### src/rtl/vec_irq_pkg.sv
package vec_irq_pkg;
  localparam int DATA_W = 32;
  localparam int ADDR_W = 5;

  typedef enum logic [2:0] {
    SEL_STAT   = 3'd0,
    SEL_PEND   = 3'd1,
    SEL_ENAB   = 3'd2,
    SEL_ACK    = 3'd3,
    SEL_SETEN  = 3'd4,
    SEL_CLREN  = 3'd5,
    SEL_VEC    = 3'd6,
    SEL_MASTER = 3'd7
  } reg_sel_e;
endpackage

### src/rtl/irq_capture.sv
module irq_capture #(
  parameter int                   NUM_SRC    = 32,
  parameter logic [NUM_SRC-1:0]   SENSE_EDGE = '0
) (
  input  logic               clk,
  input  logic               rst,
  input  logic [NUM_SRC-1:0] irq_in,
  input  logic [NUM_SRC-1:0] ack_mask,
  output logic [NUM_SRC-1:0] status_q
);
  localparam logic [NUM_SRC-1:0] LEVEL_LINES = ~SENSE_EDGE;

  logic [NUM_SRC-1:0] prev_q;
  logic [NUM_SRC-1:0] hit;

  for (genvar g = 0; g < NUM_SRC; g++) begin : g_line
    if (SENSE_EDGE[g]) begin : g_edge
      assign hit[g] = irq_in[g] & ~prev_q[g];
    end else begin : g_level
      assign hit[g] = irq_in[g];
    end
  end

  always_ff @(posedge clk) begin
    if (rst) begin
      prev_q   <= '0;
      status_q <= '0;
    end else begin
      prev_q   <= irq_in;
      status_q <= (status_q & ~ack_mask) | hit;
    end
  end


  level_hold_chk: assert property (@(posedge clk) disable iff (rst)
    1'b1 |=> ((status_q & $past(irq_in & LEVEL_LINES)) == $past(irq_in & LEVEL_LINES)));


  clear_by_ack_chk: assert property (@(posedge clk) disable iff (rst)
    1'b1 |=> (($past(status_q) & ~status_q & ~$past(ack_mask)) == '0));
endmodule

### src/rtl/irq_prio_enc.sv
module irq_prio_enc #(
  parameter int NUM_SRC = 32,
  parameter int IDX_W   = 5
) (
  input  logic [NUM_SRC-1:0] req,
  output logic               any,
  output logic [IDX_W-1:0]   idx
);
  always_comb begin
    any = 1'b0;
    idx = '0;
    for (int i = NUM_SRC - 1; i >= 0; i--) begin
      if (req[i]) begin
        any = 1'b1;
        idx = i[IDX_W-1:0];
      end
    end
  end
endmodule

### src/rtl/vec_irq_ctrl.sv
module vec_irq_ctrl
  import vec_irq_pkg::*;
#(
  parameter int                 NUM_SRC    = 32,
  parameter logic [NUM_SRC-1:0] SENSE_EDGE = '0
) (
  input  logic                 clk,
  input  logic                 rst,
  input  logic [NUM_SRC-1:0]   irq_in,
  input  logic [ADDR_W-1:0]    reg_addr,
  input  logic                 reg_wr,
  input  logic [DATA_W-1:0]    reg_wdata,
  input  logic                 reg_rd,
  output logic [DATA_W-1:0]    reg_rdata,
  output logic                 irq_out
);
  localparam int IDX_W = (NUM_SRC > 1) ? $clog2(NUM_SRC) : 1;

  reg_sel_e           sel;
  logic [NUM_SRC-1:0] wdata_n;
  logic [NUM_SRC-1:0] ack_mask;
  logic [NUM_SRC-1:0] status_q;
  logic [NUM_SRC-1:0] enable_q;
  logic [NUM_SRC-1:0] pending;
  logic [1:0]         master_q;
  logic               vec_any;
  logic [IDX_W-1:0]   vec_idx;
  logic [DATA_W-1:0]  rd_mux;

  assign sel      = reg_sel_e'(reg_addr[4:2]);
  assign wdata_n  = reg_wdata[NUM_SRC-1:0];
  assign ack_mask = (reg_wr && sel == SEL_ACK) ? wdata_n : '0;
  assign pending  = status_q & enable_q;

  function automatic logic [DATA_W-1:0] widen(input logic [NUM_SRC-1:0] v);
    logic [DATA_W-1:0] r;
    r = '0;
    r[NUM_SRC-1:0] = v;
    return r;
  endfunction

  irq_capture #(.NUM_SRC(NUM_SRC), .SENSE_EDGE(SENSE_EDGE)) u_capture (
    .clk      (clk),
    .rst      (rst),
    .irq_in   (irq_in),
    .ack_mask (ack_mask),
    .status_q (status_q)
  );

  irq_prio_enc #(.NUM_SRC(NUM_SRC), .IDX_W(IDX_W)) u_prio (
    .req (pending),
    .any (vec_any),
    .idx (vec_idx)
  );

  always_ff @(posedge clk) begin
    if (rst) begin
      enable_q <= '0;
      master_q <= '0;
    end else if (reg_wr) begin
      case (sel)
        SEL_ENAB:   enable_q <= wdata_n;
        SEL_SETEN:  enable_q <= enable_q | wdata_n;
        SEL_CLREN:  enable_q <= enable_q & ~wdata_n;
        SEL_MASTER: master_q <= reg_wdata[1:0];
        default:    ;
      endcase
    end
  end

  always_comb begin
    case (sel)
      SEL_STAT:   rd_mux = widen(status_q);
      SEL_PEND:   rd_mux = widen(pending);
      SEL_ENAB:   rd_mux = widen(enable_q);
      SEL_VEC:    rd_mux = vec_any ? DATA_W'(vec_idx) : '1;
      SEL_MASTER: rd_mux = {{(DATA_W-2){1'b0}}, master_q};
      default:    rd_mux = '0;
    endcase
  end

  always_ff @(posedge clk) begin
    if (rst) begin
      reg_rdata <= '0;
      irq_out   <= 1'b0;
    end else begin
      if (reg_rd) reg_rdata <= rd_mux;
      irq_out <= (|pending) && (master_q == 2'b11);
    end
  end


  set_enable_chk: assert property (@(posedge clk) disable iff (rst)
    (reg_wr && sel == SEL_SETEN) |=>
      ((enable_q & $past(wdata_n)) == $past(wdata_n)) &&
      ((enable_q & ~$past(wdata_n)) == ($past(enable_q) & ~$past(wdata_n))));


  clr_enable_chk: assert property (@(posedge clk) disable iff (rst)
    (reg_wr && sel == SEL_CLREN) |=>
      ((enable_q & $past(wdata_n)) == '0) &&
      ((enable_q & ~$past(wdata_n)) == ($past(enable_q) & ~$past(wdata_n))));


  vec_lowest_chk: assert property (@(posedge clk) disable iff (rst)
    vec_any |-> (pending[vec_idx] && ((pending & ~({NUM_SRC{1'b1}} << vec_idx)) == '0)));


  out_master_chk: assert property (@(posedge clk) disable iff (rst)
    irq_out |-> ($past(master_q) == 2'b11 && $past(status_q & enable_q) != '0));


  rd_zero_chk: assert property (@(posedge clk) disable iff (rst)
    (reg_rd && (sel == SEL_ACK || sel == SEL_SETEN || sel == SEL_CLREN)) |=> (reg_rdata == '0));
endmodule

### config.mk
export PLATFORM = sky130hd
export DESIGN_NAME = vec_irq_ctrl
export DESIGN_NICKNAME = d
export VERILOG_FILES = /design/src/rtl/vec_irq_pkg.sv /design/src/rtl/irq_capture.sv /design/src/rtl/irq_prio_enc.sv /design/src/rtl/vec_irq_ctrl.sv
export SDC_FILE = /design/constraint.sdc
export NUM_CORES = 1
export LEC_CHECK = 0
export ABC_AREA = 1
export ABC_CLOCK_PERIOD_IN_PS = 1800
export CELL_PAD_IN_SITES_DETAIL_PLACEMENT = 1
export CELL_PAD_IN_SITES_GLOBAL_PLACEMENT = 2
export CORE_MARGIN = 4
export CORE_UTILIZATION = 31
export DETAILED_ROUTE_END_ITERATION = 7
export DONT_BUFFER_PORTS = 1
export PLACE_DENSITY = 0.83
export SYNTH_ARGS = -nofsm -noshare
export SYNTH_HDL_FRONTEND = slang
export SYNTH_SLANG_ARGS = --single-unit
### constraint.sdc
create_clock -name clk -period 1.8 [get_ports clk]
set_input_delay 0.18 -clock clk [delete_from_list [all_inputs] [get_ports clk]]
set_output_delay 0.18 -clock clk [all_outputs]
set_load 0.01 [all_outputs]
==> run summary <==
Status = finished, violations left
Failing checks = negative hold slack, negative setup slack
Peak VDD IR = 0.4670 mV
RSZ-0062 raised after global routing = yes
Most common cell after layout, fill and taps aside = nand2_1
Worst Path Class, Setup = register to register
Fin. Hold Viols = 32
Clock Tree Root = clkbuf_16
GR Overflow Total = 0
I/O Buffers = 0
Max Transition Viols Final = 0
Startpoint Class = register
Mapped Cells = 731
Final period util = 130.3%
Largest family of logic cells by synthesized area = simple AND/OR/NAND/NOR gates
Final Core Density = 46.06%
Synth top area share = 40.43%
Syn_nets = 804
Core Box Area = 15370 µm²
Worst-path clk slew = 0.07 ns
WL/cell = 17.62 µm
Ant diodes = 0
TritonCTS clock tree = yes
Area leader, netlist = dfxtp_1
Flop and latch count out of synthesis = 99
Post-Synth Simple-Gate Area = 26.49%
Fmax = 0.4263 GHz
Die Width = 133.8 µm
Clock Sinks = 99
Non-Filler Instances = 1104
Most frequent CP cell = nand2_1
Worst relative slew slack = 62.23%
Leakage Power = 3.407 nW
Routed vias/inst = 5.092
Setup TNS = -0.8503 ns
Initial core utilization = 31.89%
Die ar. = 17890 µm²
DP Wirelength = 12880 µm
Vias post-DR = 5622
Layout cells sized above 1 = 24.30%
Tot GR Track Use = 21.30%
Cts bufs inserted = 9
Crit path required time = 2.09 ns
R2R Path Start = u_capture.status_q[31]$_SDFF_PP0_
Worst Hold Class = input port to register
Critical Path Slowest Stage Cell = dfxtp_2
Die height = 133.8 µm
P per Cell Area = 732.4 nW/µm²
Post-Syn Area per Cell = 6.706 µm²
CP Launch Point = u_capture.status_q[31]$_SDFF_PP0_
Post-Place Worst Slack = -0.4828 ns
Boundary Pins = 106
Multiplexer share of the synthesized area = 0%
Xor and xnor fraction of the mapped netlist area = 0%
Worst Path Max Fanout = 2
DRT Pass-1 Iters = 4
Synth cell types = 25
Global-route wire length before repair = 30490 µm
HP Start = rst
Crit end category = register
Routability cong. = 0.8124
Depth of the CTS H-tree = 3
Max-Cap Viols = 0
Longest Clk Path Bufs = 2
Total power = 5.186 mW
Period minus WS final = 2.346 ns
# hold bufs at CTS = 66
Initial antenna violation count = 0
Synth Area in Adders = 0%
Top Layer Used = met4
Drt initial violations = 280
Synth area leaders = dfxtp_1 40%, nand2_1 16%, a21oi_1 10%
Seq/Total Area, Yosys = 40.43%
Syn Std Cell Area = 4902 µm²
Final setup violation count = 4
Detailed-route DRC error count = 0
Worst-margin pin slew = 0.5614 ns
Clock latency on the worst-skew pair = 0.35 ns
Final #Nets = 962
Commonest cells after routing, fill and taps aside = 203 x nand2_1, 115 x buf_4, 95 x a21oi_1, 81 x dfxtp_1, 70 x inv_1
Setup Skew = 0.006070 ns
Met1 WL = 8095 µm
Placed Cells = 1011
Final WL = 19450 µm
Row count = 45
Largest net degree at the start of global routing = 98
Hold Slack = -0.1122 ns
Synth-to-Final Area Change = 44.44%
Design Area, Final = 7081 µm²
Met3 WL = 1032 µm
DRT antenna net count = 0
Crit path largest cell delay = 0.34 ns
Worst Setup Slack, final = -0.5456 ns
DP Area = 5858 µm²
Arrival time worst endpoint = 2.63 ns
DR WL met2 = 9945 µm
Vias in the first global route = 6090
Warnings from Yosys = 0
Compound-gate portion of the synthesized area = 23.94%
## cell type report
type / count / area [µm²]
fill: 1958 / 8290
inverter: 76 / 285.3
sequential: 99 / 2004
timing repair buffer: 188 / 1639
clock buffer: 10 / 239.0
tap: 211 / 264.0
clock inverter: 5 / 30.03
multi-input combinational: 515 / 2619
## routing by layer
metal	GRT usage, %	up-vias
met5	0	-
li1	-	2700
met2	38.18	122
met3	4.343	24
met4	8.057	0
met1	24.91	2776
## path summary, 6_finish.rpt
kind	endpoint	depth (start not counted)	slack, ns
max	reg_rdata[0]$_SDFFE_PP0P_	36	-0.55
min	reg_rdata[10]$_SDFFE_PP0P_	1	-0.11
max reg2reg	reg_rdata[0]$_SDFFE_PP0P_	36	-0.55
min reg2reg	irq_out$_SDFF_PP0_	2	0.48
## timing repair
item,4_1_cts,5_1_grt
setup buffers,6,4
gates resized for setup,19,34
endpoints found under the hold margin,98,32
endpoints found under the setup margin,30,51
pin swaps,13,20
gates cloned,0,2
## power by group
group | total [mW] | internal (mW) | leakage, nW | switching, mW
clock network | 1.85 | 0.962 | 0.130 | 0.890
registers | 2.41 | 2.31 | 0.817 | 0.106
logic | 0.921 | 0.476 | 2.46 | 0.445
total | 5.19 | 3.74 | 3.41 | 1.44
## sequential cells by signal (all words and copies together) (netlist names)
name and count:
enable_q 32, irq_out 1, master_q 2, reg_rdata 32, u_capture.status_q 32
## Yosys cell counts
cell / count
inv_1: 71
o2111ai_1: 1
nand3_1: 5
nand2_4: 9
nand2_2: 22
o31ai_1: 2
inv_2: 5
buf_4: 2
a221oi_1: 31
o21ai_0: 68
o211a_1: 1
a31oi_1: 1
nor3_1: 3
dfxtp_1: 99
o21ai_1: 1
nor2_1: 53
buf_2: 1
nand4_1: 1
buf_1: 5
a21oi_2: 1
clkbuf_1: 33
a21oi_1: 100
o21a_1: 1
nand2_1: 212
nor4_1: 3
## worst max-delay path: cells and delay by family, from the launching register on
family,cells,cell delay [ns]
buffers and inverters,1,0.04
DFF,1,0.34
and+or+nand+nor,34,1.77
AOI/OAI and AO/OA,1,0.12
## logic make-up (layout without fill, tap and decap cells)
family,count (synthesis),after routing
buffers and inverters,117,279
DFF,99,99
AOI/OAI and AO/OA,207,207
and+or+nand+nor,308,308
Note: power is estimated with default switching activity, not from simulation.
